**config.mk**
```make
export PLATFORM = sky130hd
export DESIGN_NAME = rx_byte_fifo
export DESIGN_NICKNAME = d
export VERILOG_FILES = /design/src/rtl/rx_fifo_pkg.sv /design/src/rtl/rx_deser.sv /design/src/rtl/rx_fifo_store.sv /design/src/rtl/rx_status.sv /design/src/rtl/rx_byte_fifo.sv
export SDC_FILE = /design/constraint.sdc
export NUM_CORES = 1
export LEC_CHECK = 0
export BUFFER_PORTS_ARGS = -buffer_cell sky130_fd_sc_hd__buf_2
export CAP_MARGIN = 20
export CELL_PAD_IN_SITES_DETAIL_PLACEMENT = 1
export CELL_PAD_IN_SITES_GLOBAL_PLACEMENT = 1
export CORE_UTILIZATION = 27
export CTS_CLUSTER_DIAMETER = 150
export CTS_CLUSTER_SIZE = 10
export DETAILED_ROUTE_END_ITERATION = 16
export GPL_ROUTABILITY_DRIVEN = 0
export PLACE_DENSITY_LB_ADDON = 0.15
export SETUP_SLACK_MARGIN = 0.4
export SYNTH_ARGS = -nofsm -noshare
export SYNTH_HDL_FRONTEND = slang
export SYNTH_HIERARCHICAL = 1
export SYNTH_SLANG_ARGS = --single-unit
```
**constraint.sdc**
```tcl
create_clock -name clk_i -period 5.8 [get_ports clk_i]
set_clock_uncertainty 0.2 [all_clocks]
set_input_delay 0.58 -clock clk_i [delete_from_list [all_inputs] [get_ports clk_i]]
set_output_delay 0.58 -clock clk_i [all_outputs]
set_load 0.01 [all_outputs]
```
**src/rtl/rx_fifo_pkg.sv**
```systemverilog
package rx_fifo_pkg;
  localparam int unsigned BYTE_W = 8;
  typedef logic [BYTE_W-1:0] byte_t;
endpackage

```
**src/rtl/rx_deser.sv**
```systemverilog
module rx_deser
  import rx_fifo_pkg::*;
(
  input  logic  clk_i,
  input  logic  rst_ni,
  input  logic  bit_valid_i,
  input  logic  bit_i,
  output logic  push_o,
  output byte_t byte_o
);
  localparam int unsigned CNT_W = $clog2(BYTE_W);

  logic [CNT_W-1:0] cnt_q;
  byte_t            sr_q;

  assign push_o = bit_valid_i && (cnt_q == CNT_W'(BYTE_W-1));
  assign byte_o = {sr_q[BYTE_W-2:0], bit_i};

  always_ff @(posedge clk_i or negedge rst_ni) begin
    if (!rst_ni) begin
      cnt_q <= '0;
      sr_q  <= '0;
    end else if (bit_valid_i) begin
      sr_q  <= byte_o;
      cnt_q <= push_o ? '0 : cnt_q + 1'b1;
    end
  end

  p_byte_gap_r1: assert property (@(posedge clk_i) disable iff (!rst_ni)
    push_o |=> !push_o);
endmodule

```
**src/rtl/rx_fifo_store.sv**
```systemverilog
module rx_fifo_store
  import rx_fifo_pkg::*;
#(
  parameter int unsigned DEPTH = 66,
  localparam int unsigned PTR_W = $clog2(DEPTH),
  localparam int unsigned CNT_W = $clog2(DEPTH+1)
) (
  input  logic             clk_i,
  input  logic             rst_ni,
  input  logic             push_i,
  input  byte_t            din_i,
  input  logic             pop_i,
  input  logic             flush_i,
  output byte_t            head_o,
  output logic [CNT_W-1:0] count_o,
  output logic [CNT_W-1:0] count_nxt_o,
  output logic             ovr_o
);
  byte_t            mem_q [DEPTH];
  logic [PTR_W-1:0] wr_ptr_q, rd_ptr_q;
  logic [CNT_W-1:0] count_q;
  logic             full, wr_ok, rd_ok, ovr_q;

  assign full   = (count_q == CNT_W'(DEPTH));
  assign rd_ok  = pop_i && (count_q != '0) && !flush_i;
  // pop frees a slot first, so a push at full still lands
  assign wr_ok  = push_i && (!full || rd_ok) && !flush_i;
  assign head_o = mem_q[rd_ptr_q];

  always_comb begin
    if (flush_i) count_nxt_o = '0;
    else         count_nxt_o = count_q + CNT_W'(wr_ok) - CNT_W'(rd_ok);
  end

  function automatic logic [PTR_W-1:0] ptr_inc(input logic [PTR_W-1:0] p);
    return (p == PTR_W'(DEPTH-1)) ? '0 : p + 1'b1;
  endfunction

  always_ff @(posedge clk_i) begin
    if (wr_ok) mem_q[wr_ptr_q] <= din_i;
  end

  always_ff @(posedge clk_i or negedge rst_ni) begin
    if (!rst_ni) begin
      wr_ptr_q <= '0;
      rd_ptr_q <= '0;
      count_q  <= '0;
      ovr_q    <= 1'b0;
    end else begin
      count_q <= count_nxt_o;
      if (flush_i) begin
        wr_ptr_q <= '0;
        rd_ptr_q <= '0;
        ovr_q    <= 1'b0;
      end else begin
        if (wr_ok) wr_ptr_q <= ptr_inc(wr_ptr_q);
        if (rd_ok) rd_ptr_q <= ptr_inc(rd_ptr_q);
        if (push_i && full && !rd_ok) ovr_q <= 1'b1;
      end
    end
  end

  assign count_o = count_q;
  assign ovr_o   = ovr_q;

  p_no_overflow_r5: assert property (@(posedge clk_i) disable iff (!rst_ni)
    count_q <= CNT_W'(DEPTH));
  p_drop_at_full_r6: assert property (@(posedge clk_i) disable iff (!rst_ni)
    (push_i && full && !pop_i && !flush_i) |=> (ovr_o && $stable(count_q)));
  p_ovr_sticky_r6: assert property (@(posedge clk_i) disable iff (!rst_ni)
    (ovr_o && !flush_i) |=> ovr_o);
  p_flush_r7: assert property (@(posedge clk_i) disable iff (!rst_ni)
    flush_i |=> (count_q == '0 && !ovr_o));
  p_pop_first_r9: assert property (@(posedge clk_i) disable iff (!rst_ni)
    (push_i && pop_i && full && !flush_i) |=> ($stable(ovr_o) && full));
endmodule

```
**src/rtl/rx_status.sv**
```systemverilog
module rx_status #(
  parameter int unsigned DEPTH   = 66,
  parameter int unsigned CNT_W   = 7,
  parameter int unsigned THR_W   = 7,
  parameter int unsigned THR_RST = 15,
  localparam int unsigned CMP_W  = (CNT_W > THR_W) ? CNT_W : THR_W
) (
  input  logic             clk_i,
  input  logic             rst_ni,
  input  logic             cs_ni,
  input  logic [CNT_W-1:0] count_i,
  input  logic [CNT_W-1:0] count_nxt_i,
  input  logic             thr_we_i,
  input  logic [THR_W-1:0] thr_i,
  output logic             cs_fall_o,
  output logic             not_empty_o,
  output logic             full_o,
  output logic             level_o
);
  logic             cs_q, ne_q;
  logic [THR_W-1:0] thr_q;

  assign cs_fall_o = cs_q && !cs_ni;

  always_ff @(posedge clk_i or negedge rst_ni) begin
    if (!rst_ni) begin
      cs_q  <= 1'b1;
      ne_q  <= 1'b0;
      thr_q <= THR_W'(THR_RST);
    end else begin
      cs_q <= cs_ni;
      // inside a frame the flag is frozen until chip select rises
      if (cs_ni || cs_q) ne_q <= (count_nxt_i != '0);
      if (thr_we_i) thr_q <= thr_i;
    end
  end

  assign not_empty_o = ne_q;
  assign full_o      = (count_i == CNT_W'(DEPTH));
  assign level_o     = CMP_W'(count_i) > CMP_W'(thr_q);

  p_ne_hold_r4: assert property (@(posedge clk_i) disable iff (!rst_ni)
    (!cs_q && !cs_ni) |=> $stable(not_empty_o));
  p_ne_idle_r3: assert property (@(posedge clk_i) disable iff (!rst_ni)
    cs_ni |=> (not_empty_o == (count_i != '0)));
  p_thr_load_r8: assert property (@(posedge clk_i) disable iff (!rst_ni)
    thr_we_i |=> (thr_q == $past(thr_i)));
endmodule

```
**src/rtl/rx_byte_fifo.sv**
```systemverilog
module rx_byte_fifo
  import rx_fifo_pkg::*;
#(
  parameter int unsigned DEPTH   = 66,
  parameter int unsigned THR_W   = 7,
  parameter int unsigned THR_RST = 15,
  localparam int unsigned CNT_W  = $clog2(DEPTH+1)
) (
  input  logic             clk_i,
  input  logic             rst_ni,
  input  logic             bit_valid_i,
  input  logic             bit_i,
  input  logic             cs_ni,
  input  logic             ovr_clr_i,
  input  logic             thr_we_i,
  input  logic [THR_W-1:0] thr_i,
  output logic [7:0]       rd_data_o,
  output logic             not_empty_o,
  output logic             full_o,
  output logic             overrun_o,
  output logic             level_o
);
  logic             push, pop, cs_fall;
  byte_t            sr_byte, head, rd_q;
  logic [CNT_W-1:0] count, count_nxt;

  assign pop = cs_fall && (count != '0) && !ovr_clr_i;

  rx_deser i_deser (
    .clk_i, .rst_ni, .bit_valid_i, .bit_i,
    .push_o (push),
    .byte_o (sr_byte)
  );

  rx_fifo_store #(.DEPTH(DEPTH)) i_store (
    .clk_i, .rst_ni,
    .push_i      (push),
    .din_i       (sr_byte),
    .pop_i       (pop),
    .flush_i     (ovr_clr_i),
    .head_o      (head),
    .count_o     (count),
    .count_nxt_o (count_nxt),
    .ovr_o       (overrun_o)
  );

  rx_status #(.DEPTH(DEPTH), .CNT_W(CNT_W), .THR_W(THR_W), .THR_RST(THR_RST)) i_status (
    .clk_i, .rst_ni, .cs_ni,
    .count_i     (count),
    .count_nxt_i (count_nxt),
    .thr_we_i, .thr_i,
    .cs_fall_o   (cs_fall),
    .not_empty_o,
    .full_o,
    .level_o
  );

  always_ff @(posedge clk_i or negedge rst_ni) begin
    if (!rst_ni)      rd_q <= '0;
    else if (cs_fall) rd_q <= pop ? head : '0;
  end

  assign rd_data_o = rd_q;

  p_rd_stable_r4: assert property (@(posedge clk_i) disable iff (!rst_ni)
    !cs_fall |=> $stable(rd_data_o));
endmodule

```
# == Word-level counts from Yosys, hierarchy flattened ==
# Memories as Yosys holds them, arrays and structs flattened.
# Cells that the tools add are included.
# word_totals
register_bits,49
ramBits,528
memories,1
# classes
order_cmp,1
add_sub_neg,5
muxes,13
reduce_logical,21
eq_ne,4
# mem_list
name,depth,word_bits,read_ports,rd_clocked_by_memory_dff,write_ports,line_no,source
i_store.mem_q,66,8,1,0,1,rx_fifo_store.sv:19,byte_t mem_q [DEPTH];
# op_table
cell,count
two-way mux 7 bit,7
"== test 7 bit, second input constant",3
"adder 7 x 1 -> 7 bit, second input constant",2
nonzero test 7 bit,2
logical AND 1 bit,10
two-way mux 8 bit,1
adder 7 x 1 -> 7 bit,1
> comparator 7 bit,1
subtractor 7 x 1 -> 7 bit,1
nonzero test 2 bit,3
logical NOT 1 bit,4
two-way mux 1 bit,4
"adder 3 x 1 -> 3 bit, second input constant",1
"== test 3 bit, second input constant",1
two-way mux 3 bit,1
logical OR 1 bit,2

# == Logic depth before layout (Yosys ltp) ==
# Gate-level depths: netlist of run 1.
# depth
word_depth,13
ltp_mapped,20
depth_no_buf,20

# == Hierarchy ==
# The synthesis of run 1 kept the hierarchy.
# by_module_without_submodules
mod,seq_area_each_um2,cells_per_inst,area_each_um2,instances
rx_fifo_store,16405.7,1127,21872.2,1
rx_status,231.5,56,530.5,1
rx_deser,250.2,28,447.9,1
rx_byte_fifo,200.2,22,330.3,1

# == Worst setup path after synthesis of run 1 ==
# Ideal clock, no wire load.
# synth_path
path_kind,input to register
start,in cs_ni
end,reg i_status.ne_q (netlist: i_status/not_empty_o)
slack_ps,1668
t_arrival_ps,3808
n_path_buf,0
cell_stages,19
t_required_ps,5477
cell_sequence,nor2b_1 -> clkinv_1 -> nor2_2 -> and2_2 -> o311ai_1 -> ha_1 -> inv_1 -> ha_1 -> inv_1 -> fa_1 -> nand2b_1 -> a21oi_1 -> o21ai_0 -> a21oi_1 -> or3_1 -> a21oi_1 -> or4_4 -> nor4_2 -> o21ai_1
# synth_via
elab_chain_cells,13
# synth_lines
item,line_no,source
from (decl),rx_byte_fifo.sv:13,"input logic cs_ni,"
logical NOT 1 bit (*),rx_status.sv:23,assign cs_fall_o = cs_q && !cs_ni;
logical AND 1 bit (*),rx_status.sv:23,
logical AND 1 bit (*) (2 in a row),rx_byte_fifo.sv:27,assign pop = cs_fall && (count != '0) && !ovr_clr_i;
net pop,rx_byte_fifo.sv:23,"logic push, pop, cs_fall;"
logical AND 1 bit (*) (2 in a row),rx_fifo_store.sv:25,assign rd_ok = pop_i && (count_q != '0) && !flush_i;
logical OR 1 bit,rx_fifo_store.sv:27,assign wr_ok = push_i && (!full || rd_ok) && !flush_i;
logical AND 1 bit (2 in a row),rx_fifo_store.sv:27,
adder 7 x 1 -> 7 bit,rx_fifo_store.sv:32,else count_nxt_o = count_q + CNT_W'(wr_ok) - CNT_W'(rd_ok);
subtractor 7 x 1 -> 7 bit (*),rx_fifo_store.sv:32,
two-way mux 7 bit (*),rx_fifo_store.sv:31,if (flush_i) count_nxt_o = '0;
net count_nxt[6],rx_byte_fifo.sv:25,"logic [CNT_W-1:0] count, count_nxt;"
nonzero test 7 bit (*),rx_status.sv:33,if (cs_ni || cs_q) ne_q <= (count_nxt_i != '0);
to (signal assigned),rx_status.sv:33,
to (decl),rx_status.sv:20,"logic cs_q, ne_q;"
# Mark *: on every way through the listed nets, which the timed path passes. The rest lies on a longest branch.
# A chain may end at the register's enable or synchronous reset.

# == Worst setup path in the final report of run 1 ==
# layout_path
start,in cs_ni
end,reg i_status.ne_q (netlist: i_status/not_empty_o)
# layout_via
elab_chain_cells,13
# layout_lines
item,line_no
logical NOT 1 bit (*),rx_status.sv:23
logical AND 1 bit (*),rx_status.sv:23
net cs_fall,rx_byte_fifo.sv:23
logical AND 1 bit (*) (2 in a row),rx_byte_fifo.sv:27
net pop,rx_byte_fifo.sv:23
logical AND 1 bit (*) (2 in a row),rx_fifo_store.sv:25
logical OR 1 bit,rx_fifo_store.sv:27
logical AND 1 bit (2 in a row),rx_fifo_store.sv:27
adder 7 x 1 -> 7 bit,rx_fifo_store.sv:32
subtractor 7 x 1 -> 7 bit (*),rx_fifo_store.sv:32
two-way mux 7 bit (*),rx_fifo_store.sv:31
net count_nxt[6],rx_byte_fifo.sv:25
nonzero test 7 bit (*),rx_status.sv:33
# Marked as above.

==> impl_metrics.csv, run 1 <==
group,metric,value,unit
status,result_of_the_run,"complete, no violations",
grt,maximum_number_of_pins_on_one_net_before_global_route_repair,69,
grt,grt.total_usage,14.3,%
floorplan,area_of_the_core_region,85100,µm²
cts,root_buf_cell,"clkbuf_16",
synth,postSynthNetCount,1270,
worst_setup_path,regToRegSetupSlack,1.12,ns
sta,timing.slew.headroom,32.9,%
sta,report.final.hold_viol_count,0,
worst_setup_path,cp.buffers_inverters,5,
synth,sequential_element_share_of_the_synthesized_area,73.7,%
worst_hold_path,hold_end,"i_status/thr_q[3]$_DFFE_PN1P_",
floorplan,num_io_pins,26,
worst_hold_path,hp-start,"thr_we_i",
cts,post_cts.resized_instances,0,
sta,finalCriticalPeriod,4.74,ns
worst_setup_path,timing.critical_path.cells,"dlygate4sd3_1 > buf_2 > nor2b_1 > clkinv_1 > nor2_2 > and2_2 > o311ai_1 > ha_1 > inv_1 > ha_1 > inv_1 > fa_1 > nand2b_1 > a21oi_1 > o21ai_0 > a21oi_1 > or3_1 > a21oi_1 > or4_4 > nor4_2 > o21ai_1",
placed_design,number_of_buffer_cells_added_on_primary_ports,25,
worst_setup_path,timing.critical_path.mode_cell,"a21oi_1",
sta,whs,0.0846,ns
worst_setup_path,cp_max_fo,9,
worst_setup_path,crit_path_start_kind,"primary input",
floorplan,floorplan.die.width,295,µm
worst_setup_path,r2r-start,"i_store/count_o[6]$_DFF_PN0_",
synth,postSynthCellCount,1233,
synth,ys_types,56,
routing,number_of_optimization_iterations_in_the_first_detailed_route_pass,5,
cts,cts_tree,"built",
worst_hold_path,hold_depth,2,
pwr,ir_drop,170,µV
floorplan,placementRows,107,
grt,antenna_found_initial,0,
grt,global_route_wire_length_before_repair,89900,µm
cts,clkSlewWorstSetupHoldPaths,0.06,ns
worst_setup_path,crit_arrival,5.03,ns
grt,grt_remaining_overflow,0,
synth,netlist_top_cells_area,"edfxtp_1, mux4_2, dfrtp_1",
cts,clk_latency,0.61,ns
cts,cts-buffers-inserted,67,
placed_design,dpl_worst_slack,0.972,ns
synth,ys_async_sr_fraction,8.49,%
routing,routedWlPerCell,24.6,µm
pwr,p_leak,8.28,nW
worst_setup_path,critPathRequiredTime,6.09,ns
worst_hold_path,holdCritPathClass,"primary input to flip-flop",
floorplan,floorplan.die.height,295,µm
routing,detail_route.iter0.violations,759,
routing,num_vias,11600,
sta,timing.final.setup_violations,0,
worst_setup_path,critical_path.max_stage_delay,0.53,ns
cts,total_clock_sinks,577,
job,cap_violations,0,
placed_design,dpl-instance-area,24700,µm²
synth,synthesis.yosys.warnings,6,
synth,yosysMostFrequentCell,"edfxtp_1",
sta,setup-tns-final,0,ns
worst_setup_path,r2r_end,"i_status/not_empty_o$_DFFE_PN0P_",
worst_setup_path,worst-setup-path-type,"primary input to flip-flop",
sta,worst_slew_pin_slew,1.00,ns
synth,synth.top_cell.area_share,68.4,%
worst_setup_path,worstRegToRegCells,18,
synth,most_common_flop_cell_mapped_by_yosys,"edfxtp_1",
cts,cts_htree_levels,3,
routing,drc_errors,0,
sta,finalWorstSetupSlack,1.06,ns
worst_setup_path,crit_path_end_kind,"flip-flop",
routing,totalWireLength,60900,µm
synth,number_of_flops_mapped_to_enable_cells_by_yosys,528,
routing,route.antenna.remaining_nets,0,
sta,final_critical_path_share_of_the_clock_period,81.7,%
floorplan,die_area,87000,µm²
cells_and_area,antennaDiodeCount,0,
routing,post_drt_via_cell_ratio,4.67,
sta,fmaxAchievable,0.211,GHz
pwr,power.density_cell_area,365,nW/µm²
pwr,totalPowerFinal,9.70,mW
sta,rsz0062_at_grt,"false",
cts,post_cts_buffers,0,
synth,ys_ff_latch,577,
floorplan,initial_utilization,27.2,%
cells_and_area,drive_gt1_share,22.1,%
cts,cts_max_path_buffers,3,
synth,synth_top_cell_by_area,"edfxtp_1",
placed_design,detailed_place_hpwl,36400,µm
cells_and_area,fin_nets,1343,
grt,first_global_vias,12500,
cells_and_area,number_of_inserted_filler_cells_in_the_final_layout,8655,
worst_setup_path,path_delay_family,"simple AND/OR/NAND/NOR gates",
synth,syn_area,23200,µm²
synth,synth.top_cells.by_count,"edfxtp_1, mux4_2, nor2_1, nand2_1, dfrtp_1",
cells_and_area,synthToLayoutAreaGrowth,14.7,%
synth,mean_instance_size_in_the_synthesized_netlist,18.8,µm²
cells_and_area,layout.cell_area.non_filler,26600,µm²
sta,report.final.slew_viol_count,0,
worst_setup_path,cell_with_the_biggest_individual_delay_on_the_critical_path,"dlygate4sd3_1",
worst_setup_path,cp-startpoint,"cs_ni",
[layout make-up]
cell class	instances	area (µm²)	area share, %
Clock buffer	85	1770	6.64
Clock inverter	7	65.1	0.245
Inverter	29	109	0.409
Multi-Input combinational cell	575	5690	21.4
Sequential cell	577	17100	64.3
Tap cell	1144	1430	5.38
Timing Repair Buffer	56	418	1.57
[sequential cells by signal, summed over array words and instances, names as in the netlist]
signal and flops:
i_store/mem_q 528, i_store/rd_ptr_q 7, i_status/not_empty_o 1, i_deser/sr_q 7, i_store/ovr_o 1, i_status/thr_q 7
rd_data_o 8, i_store/count_o 7, i_status/cs_q 1, i_store/wr_ptr_q 7, i_deser/cnt_q 3
[repair_timing]
item | in CTS | in global routing
hold endpoints to repair | 52 | 0
endpoints found under the setup margin | 0 | 0
hold buffers | 9 | 0
[layer usage]
metal,vias to the layer above,track usage (%),wire length (µm)
li1,5085,-,-
met1,6198,20.0,28900
met2,188,22.9,28600
met5,-,0,0
met3,86,2.12,1950
met4,0,4.78,1410
[metrics by stage]
step                      cells  utilization [%]
after floorplan            1233                -
after global placement     2372             29.0
after detailed placement   2372             29.0
after CTS                  2473             31.2
after global routing       2473             31.2
final                      2473             31.2
[logic make-up after synthesis]
group	synth area share, %
AND/OR/NAND/NOR	4.89
AO/OA/AOI/OAI	3.14
multiplexers	15.0
XOR/XNOR	0.189
adder cells (fa/ha/maj)	1.27
flip-flops	73.7
buffers and inverters	1.74
[worst max path at each step]
stage | to | slack [ns] | depth (start not counted)
after floorplan | i_status/not_empty_o$_DFFE_PN0P_ | 1.67 | 19
after global placement | i_status/not_empty_o$_DFFE_PN0P_ | 1.13 | 20
after detailed placement | i_status/not_empty_o$_DFFE_PN0P_ | 0.97 | 20
after CTS | i_status/not_empty_o$_DFFE_PN0P_ | 1.00 | 18
after global routing | i_status/not_empty_o$_DFFE_PN0P_ | 0.65 | 18
final | i_status/not_empty_o$_DFFE_PN0P_ | 1.06 | 21
[placed cells by master (no fill, tap or decap), types with 8 or more instances in the layout]
master           n
edfxtp_1       528
mux4_2         121
nor2_1          93
clkbuf_16       68
nand2_1         66
mux2i_1         41
dfrtp_1         34
nand3_1         29
inv_1           28
buf_2           25
mux2_2          22
ha_1            22
o21ai_0         21
buf_4           19
a21oi_1         18
clkbuf_1        17
a22oi_1         15
o21ai_1         12
nor3_1          11
dlygate4sd3_1    9
o22ai_1          9
a32o_1           8
nand2b_1         8
nor2b_1          8
o221ai_1         8
[power breakdown]
group	total [mW]	internal, mW	switching (mW)
Combinational	1.00	0.385	0.619
Sequential	4.94	4.82	0.119
Clock	3.75	2.12	1.63
Total	9.70	7.33	2.37
(Power assumes the default switching activity.)
==> run 2, diff against run 1 <==
- ABC_AREA: default -> 1
- clock period: 5.8 -> 4.7 ns (I/O delays scaled with it)
==> run 2 against run 1 <==
Net effect: non-clock buffer count up 45; sequential share of layout area fell by 4.9 points; clock power rose by 25%; first-iteration DRC count up 35%; final cell count is 52% higher; sequential cell count is the same; via count increased by 48%; utilization up 0.14 points; die area increased by 8.0%; largest cell class unchanged; largest power group unchanged; highest routed layer unchanged.
==> impl_metrics.csv, run 2 <==
group,metric,value,unit
placed_design,number_of_buffer_cells_added_on_primary_ports,25,
worst_setup_path,path_delay_family,"simple AND/OR/NAND/NOR gates",
worst_hold_path,hold_end,"i_status/thr_q[6]$_DFFE_PN0P_",
worst_setup_path,timing.critical_path.cells,"inv_1 > ha_1 > nand2_1 > nor3_1 > nand2_1 > nand3_1 > nand2_1 > nand3_2 > ha_1 > inv_1 > ha_1 > inv_1 > fa_1 > nor2_1 > o21ai_0 > nand2_1 > nand2_1 > nand2_1 > a21oi_1 > o21ai_0 > nor2_1 > nor3_1 > a21oi_1",
worst_hold_path,hold_depth,3,
sta,worst_slew_pin_slew,1.03,ns
placed_design,detailed_place_hpwl,49600,µm
synth,ys_ff_latch,577,
synth,mean_instance_size_in_the_synthesized_netlist,10.3,µm²
grt,grt_remaining_overflow,0,
grt,antenna_found_initial,2,
worst_setup_path,regToRegSetupSlack,0.89,ns
synth,postSynthNetCount,2477,
synth,most_common_flop_cell_mapped_by_yosys,"edfxtp_1",
synth,synth.top_cells.by_count,"nand2_1, edfxtp_1, nor2_1, inv_1, nand3_1",
worst_setup_path,critPathRequiredTime,4.96,ns
worst_setup_path,worstRegToRegCells,23,
routing,num_vias,17100,
routing,totalWireLength,79300,µm
floorplan,num_io_pins,26,
cts,cts_max_path_buffers,3,
pwr,clock_power_share,38.9,%
sta,report.final.hold_viol_count,0,
routing,routedWlPerCell,21.1,µm
synth,synth_top_cell_by_area,"edfxtp_1",
sta,timing.final.setup_violations,0,
synth,synthesis.yosys.warnings,6,
worst_setup_path,cp.buffers_inverters,3,
worst_setup_path,r2r_end,"i_status/not_empty_o$_DFFE_PN0P_",
floorplan,placementRows,111,
floorplan,die_area,94000,µm²
cells_and_area,fin_nets,2533,
worst_setup_path,cell_with_the_biggest_individual_delay_on_the_critical_path,"dfrtp_1",
cts,cts_htree_levels,3,
job,cap_violations,0,
pwr,power.density_cell_area,419,nW/µm²
cts,cts-buffers-inserted,67,
pwr,power_report.internal_total,8.84,mW
cells_and_area,antennaDiodeCount,0,
worst_hold_path,holdCritPathClass,"primary input to flip-flop",
floorplan,floorplan.die.width,307,µm
worst_setup_path,cp_max_fo,5,
sta,fmaxAchievable,0.262,GHz
grt,grt.total_usage,17.0,%
worst_setup_path,r2r-start,"i_store/count_o[2]$_DFF_PN0_",
cts,clk_latency,0.60,ns
worst_setup_path,worst-setup-path-type,"flip-flop to flip-flop",
pwr,ir_drop,214,µV
cells_and_area,register_with_the_most_flip_flops,"i_store/mem_q",
grt,maximum_number_of_pins_on_one_net_before_global_route_repair,208,
worst_setup_path,critical_path.max_stage_delay,0.44,ns
sta,finalCriticalPeriod,3.81,ns
cells_and_area,drive_gt1_share,7.70,%
grt,global_route_wire_length_before_repair,118000,µm
cells_and_area,synthToLayoutAreaGrowth,14.9,%
pwr,power.share.switching,26.6,%
pwr,comb_power_share,11.9,%
worst_hold_path,hp-start,"thr_we_i",
worst_setup_path,crit_path_end_kind,"flip-flop",
synth,postSynthCellCount,2440,
floorplan,floorplan.die.height,307,µm
floorplan,area_of_the_core_region,91800,µm²
pwr,p_leak,11.3,nW
routing,drc_errors,0,
routing,detail_route.iter0.violations,1024,
grt,first_global_vias,18100,
worst_setup_path,crit_arrival,4.08,ns
cts,clkSlewWorstSetupHoldPaths,0.06,ns
cts,cts_tree,"built",
sta,final_critical_path_share_of_the_clock_period,81.1,%
cells_and_area,largest_register_ffs,528,
worst_setup_path,crit_path_start_kind,"flip-flop",
synth,number_of_flops_mapped_to_enable_cells_by_yosys,528,
synth,syn_area,25100,µm²
pwr,power.switching,3.21,mW
routing,post_drt_via_cell_ratio,4.55,
status,result_of_the_run,"complete, no violations",
synth,sequential_element_share_of_the_synthesized_area,68.2,%
synth,ys_types,36,
worst_setup_path,timing.critical_path.mode_cell,"nand2_1",
synth,synth.top_cell.area_share,63.3,%
pwr,seqPwrFrac,49.2,%
cells_and_area,layout_common_cells,"nand2_1, edfxtp_1, nor2_1",
synth,ys_async_sr_fraction,8.49,%
cts,total_clock_sinks,577,
routing,route.antenna.remaining_nets,0,
synth,yosysMostFrequentCell,"nand2_1",
cts,root_buf_cell,"clkbuf_16",
sta,rsz0062_at_grt,"false",
routing,number_of_optimization_iterations_in_the_first_detailed_route_pass,5,
cells_and_area,layout_commonest_cell,"nand2_1",
cells_and_area,fin_util,31.4,%
sta,setup-tns-final,0,ns
floorplan,initial_utilization,27.3,%
sta,timing.slew.headroom,31.3,%
sta,report.final.slew_viol_count,0,
synth,netlist_top_cells_area,"edfxtp_1, nand2_1, nand3_1",
run 2: cell count changes after synthesis, sizes merged, moves of 26 or more:
| cell | change |
|---|---|
| mux4 | -121 |
| o21ai | +67 |
| nand2 | +705 |
| nand3 | +201 |
| nor2 | +189 |
| buf | +53 |
| a21oi | +26 |
| inv | +214 |
| mux2 | -28 |
| mux2i | -41 |
run 2: cell type report:
cell class | instances | area, µm²
fill | 10300 | 63000
sequential | 577 | 17100
multi-input combinational | 1502 | 6520
clock buffer | 87 | 1790
tap | 1243 | 1560
inverter | 247 | 933
timing repair buffer | 101 | 823
clock inverter | 6 | 63.8
run 2: per-stage QoR:
| step | cells | instance area [µm²] | power [mW] | hold slack (ns) | setup WS (ns) |
|---|---|---|---|---|---|
| floorplan | 2440 | 25100 | 6.87 | -0.0256 | 1.38 |
| global placement | 3649 | 26700 | 7.48 | 0.131 | 0.774 |
| detailed placement | 3649 | 26700 | 7.49 | 0.142 | 0.791 |
| CTS | 3763 | 28800 | 12.3 | 0.00297 | 0.763 |
| global route | 3763 | 28800 | 12.6 | 0.0448 | 0.402 |
| finish | 3763 | 28800 | 12.1 | 0.0430 | 0.888 |
run 2: logic make-up after synthesis:
family / synth area share (%)
buffers and inverters: 5.79
multiplexers: 0.0449
XOR/XNOR: 0.315
AND/OR/NAND/NOR: 21.2
adder cells (fa/ha/maj): 1.18
flip-flops: 68.2
AO/OA/AOI/OAI: 3.22
run 2: worst max-delay path by stage:
stage	from	to	slack [ns]	cells after the start
after CTS	i_store/count_o[1]$_DFF_PN0_	i_status/not_empty_o$_DFFE_PN0P_	0.76	24
final	i_store/count_o[2]$_DFF_PN0_	i_status/not_empty_o$_DFFE_PN0P_	0.89	23
after global routing	i_store/count_o[2]$_DFF_PN0_	i_status/not_empty_o$_DFFE_PN0P_	0.40	23
after global placement	i_store/count_o[6]$_DFF_PN0_	i_status/not_empty_o$_DFFE_PN0P_	0.77	24
after detailed placement	i_store/count_o[1]$_DFF_PN0_	i_status/not_empty_o$_DFFE_PN0P_	0.79	24
after floorplan	i_status/cs_q$_DFF_PN1_	i_status/not_empty_o$_DFFE_PN0P_	1.38	22
run 2: routing by layer:
layer | wire length [µm] | up-vias | GRT usage [%] | share of wire (%)
met3 | 2940 | 107 | 3.11 | 3.7
met1 | 36800 | 8683 | 22.8 | 46
met5 | 0 | - | 0 | 0
met4 | 1760 | 0 | 4.44 | 2.2
met2 | 37800 | 230 | 28.1 | 48
li1 | - | 8117 | - | -
run 2: worst min-delay path: stages:
cell,delay (ns)
buf_2,0.17
nand2_1,0.07
o21ai_0,0.07
run 2: power by group through the flow:
stage / logic (mW) / clock network, mW / registers (mW)
after global routing: 1.64 / 4.99 / 5.94
after detailed placement: 1.46 / 0 / 6.03
after CTS: 1.48 / 4.86 / 5.93
after floorplan: 0.834 / 0 / 6.03
final: 1.44 / 4.69 / 5.92
after global placement: 1.45 / 0 / 6.03
run 2: repair_timing:
action                                 4_1_cts  5_1_grt
endpoints found under the hold margin       63        0
resized for setup                            0        4
hold buffers                                21        0
setup buffers                                0        0
setup endpoints to repair                    0        1
==> run 3, diff against run 2 <==
- ABC_AREA: 1 -> 0
- clock period: 4.7 -> 3.5 ns (I/O delays scaled with it)
==> run 3 against run 2 <==
Net effect: the flow now finishes with violations (setup timing); clock-buffer cell count shrank 2; cell area shrank 2.1%; worst setup slack lost 1.3 ns; critical path depth shrank 3; final cell count shrank 30%; register-to-register slack lost 1.3 ns; non-clock buffer count grew 119; clock power grew 34%; hold slack lost 0.016 ns; total power grew 38%; critical endpoint unchanged; highest routed layer unchanged.
==> impl_metrics.csv, run 3 (synthesis gave the netlist of run 1 again) <==
group,metric,value,unit
pwr,ir_drop,294,µV
pwr,comb_power_share,12.6,%
routing,route.antenna.remaining_nets,0,
cells_and_area,multi_input_comb_area,5840,µm²
placed_design,detailed_place_hpwl,39900,µm
worst_setup_path,regToRegSetupSlack,-0.40,ns
grt,grtUsageMet2,24.5,%
cts,cts_tree,"built",
placed_design,number_of_buffer_cells_added_on_primary_ports,25,
grt,first_global_vias,13200,
floorplan,initial_utilization,27.2,%
worst_setup_path,critPathRequiredTime,3.78,ns
cells_and_area,fin_nets,1507,
grt,grt.busiest_layer,"met2",
cells_and_area,seqCellArea,17100,µm²
worst_setup_path,cp-startpoint,"i_store/count_o[2]$_DFF_PN0_",
job,cap_violations,0,
floorplan,die_area,87000,µm²
placed_design,dpl_worst_slack,-0.439,ns
grt,global_route_wire_length_before_repair,91300,µm
sta,rsz0062_at_grt,"true",
grt,grt_use_met3,2.32,%
worst_setup_path,crit_path_end_kind,"flip-flop",
pwr,power.switching,4.07,mW
routing,routedWlPerCell,23.8,µm
grt,antenna_found_initial,1,
pwr,p_leak,9.19,nW
cells_and_area,antennaDiodeCount,0,
cells_and_area,fin_util,33.1,%
sta,report.final.hold_viol_count,0,
cells_and_area,largest_register_ffs,528,
floorplan,floorplan.die.height,295,µm
cts,clkSlewWorstSetupHoldPaths,0.06,ns
pwr,seqPwrFrac,49.7,%
cells_and_area,layout_common_cells,"edfxtp_1, buf_4, mux4_2",
worst_setup_path,cp_max_fo,3,
cells_and_area,number_of_inserted_filler_cells_in_the_final_layout,8613,
cells_and_area,layout_commonest_cell,"edfxtp_1",
worst_hold_path,holdCritPathClass,"primary input to flip-flop",
sta,finalWorstSetupSlack,-0.397,ns
routing,detail_route.iter0.violations,691,
sta,fmaxAchievable,0.257,GHz
sta,whs,0.0267,ns
cts,cts-buffers-inserted,67,
cells_and_area,synthToLayoutAreaGrowth,21.7,%
routing,drc_errors,0,
sta,finalCriticalPeriod,3.90,ns
cells_and_area,drive_gt1_share,31.6,%
cts,total_clock_sinks,577,
routing,num_vias,12100,
sta,worst_slew_pin_slew,0.905,ns
routing,totalWireLength,62600,µm
sta,report.final.slew_viol_count,0,
routing,post_drt_via_cell_ratio,4.59,
sta,final_critical_path_share_of_the_clock_period,111,%
grt,gr_met1_demand_resource,19.3,%
pwr,totalPowerFinal,16.6,mW
cells_and_area,fin_cells,2634,
floorplan,placementRows,107,
worst_hold_path,hp-start,"bit_i",
pwr,clock_power_share,37.8,%
routing,number_of_optimization_iterations_in_the_first_detailed_route_pass,4,
status,result_of_the_run,"complete, but fails checks",
floorplan,area_of_the_core_region,85100,µm²
sta,timing.final.setup_violations,2,
cts,root_buf_cell,"clkbuf_16",
placed_design,placed_cells,2500,
pwr,power.share.switching,24.5,%
status,violations,"setup timing",
worst_setup_path,crit_path_start_kind,"flip-flop",
grt,maximum_number_of_pins_on_one_net_before_global_route_repair,56,
sta,timing.slew.headroom,39.7,%
floorplan,floorplan.die.width,295,µm
pwr,power_report.internal_total,12.6,mW
worst_setup_path,r2r-start,"i_store/count_o[2]$_DFF_PN0_",
worst_setup_path,worst-setup-path-type,"flip-flop to flip-flop",
grt,grt.total_usage,14.5,%
grt,grt_remaining_overflow,0,
worst_setup_path,crit_arrival,4.17,ns
cells_and_area,register_with_the_most_flip_flops,"i_store/mem_q",
cts,cts_htree_levels,3,
floorplan,num_io_pins,26,
pwr,power.density_cell_area,590,nW/µm²
cts,cts_max_path_buffers,3,
cts,clk_latency,0.62,ns
run 3: cell count changes in the layout (fill, tap and decap cells not counted), sizes merged, moves of 26 or more:
cell / before / now
nand3: 230 / 29
mux2: 1 / 29
a21oi: 44 / 18
inv: 244 / 28
buf: 80 / 195
o21ai: 100 / 33
nand2: 772 / 67
nor2: 283 / 94
mux4: 0 / 121
mux2i: 0 / 41
run 3: stage by stage:
stage               setup TNS [ns]  area [µm²]
floorplan                   -0.241       23200
global placement            -0.314       25800
detailed placement          -0.439       25800
CTS                         -0.380       28000
global route                -0.711       28200
finish                      -0.487       28200
run 3: critical path, stage by stage, from the launching register on:
cell	delay [ns]
dfrtp_1	0.43
inv_2	0.11
ha_4	0.14
nand3b_1	0.16
buf_4	0.20
o31ai_4	0.22
nor2_1	0.08
ha_2	0.28
inv_2	0.07
ha_4	0.13
inv_2	0.04
fa_2	0.35
nand2b_4	0.15
a21oi_4	0.13
o21ai_2	0.08
a21oi_2	0.15
or3_4	0.15
a21oi_2	0.06
or4_4	0.45
nor4_4	0.14
o21ai_1	0.08
run 3: what timing repair did:
item | 4_1_cts | 5_1_grt
pin swaps | 4 | 14
setup buffers | 9 | 8
hold endpoints to repair | 52 | 7
hold buffers | 22 | 3
setup endpoints to repair | 4 | 170
gates resized for setup | 10 | 24
run 3: worst paths after layout:
check / to / depth (start not counted)
hold / removal: i_store/mem_q[26][0]$_DFFE_PP_ / 1
setup / recovery: i_status/not_empty_o$_DFFE_PN0P_ / 20
setup reg to reg: i_status/not_empty_o$_DFFE_PN0P_ / 20
min in group asynchronous: rd_data_o[7]$_DFFE_PN0P_ / 3
max in group asynchronous: i_status/thr_q[1]$_DFFE_PN1P_ / 4
hold reg to reg: i_status/not_empty_o$_DFFE_PN0P_ / 2
run 3: cell type report:
type,count,area share (%)
flip-flops and latches,577,60.7
multi-input cells,575,20.7
repair buffers,220,6.53
clock buffers,85,6.41
well taps,1144,5.07
inverters,29,0.390
clock inverters,4,0.240
run 3: power by group through the flow:
stage          sequential [mW]  clock (mW)  combinational (mW)
2_1_floorplan             8.41           0               0.979
3_5_place_dp              8.47           0                1.78
3_3_place_gp              8.45           0                1.74
6_report                  8.26        6.28                2.09
5_1_grt                   8.28        6.73                2.26
4_1_cts                   8.32        6.52                1.89
run 3: per-layer routing:
metal  vias to the layer above  part of all wire [%]
met4                         0                   2.0
li1                       5389                     -
met3                        78                   3.3
met5                         -                     0
met1                      6424                    46
met2                       188                    49
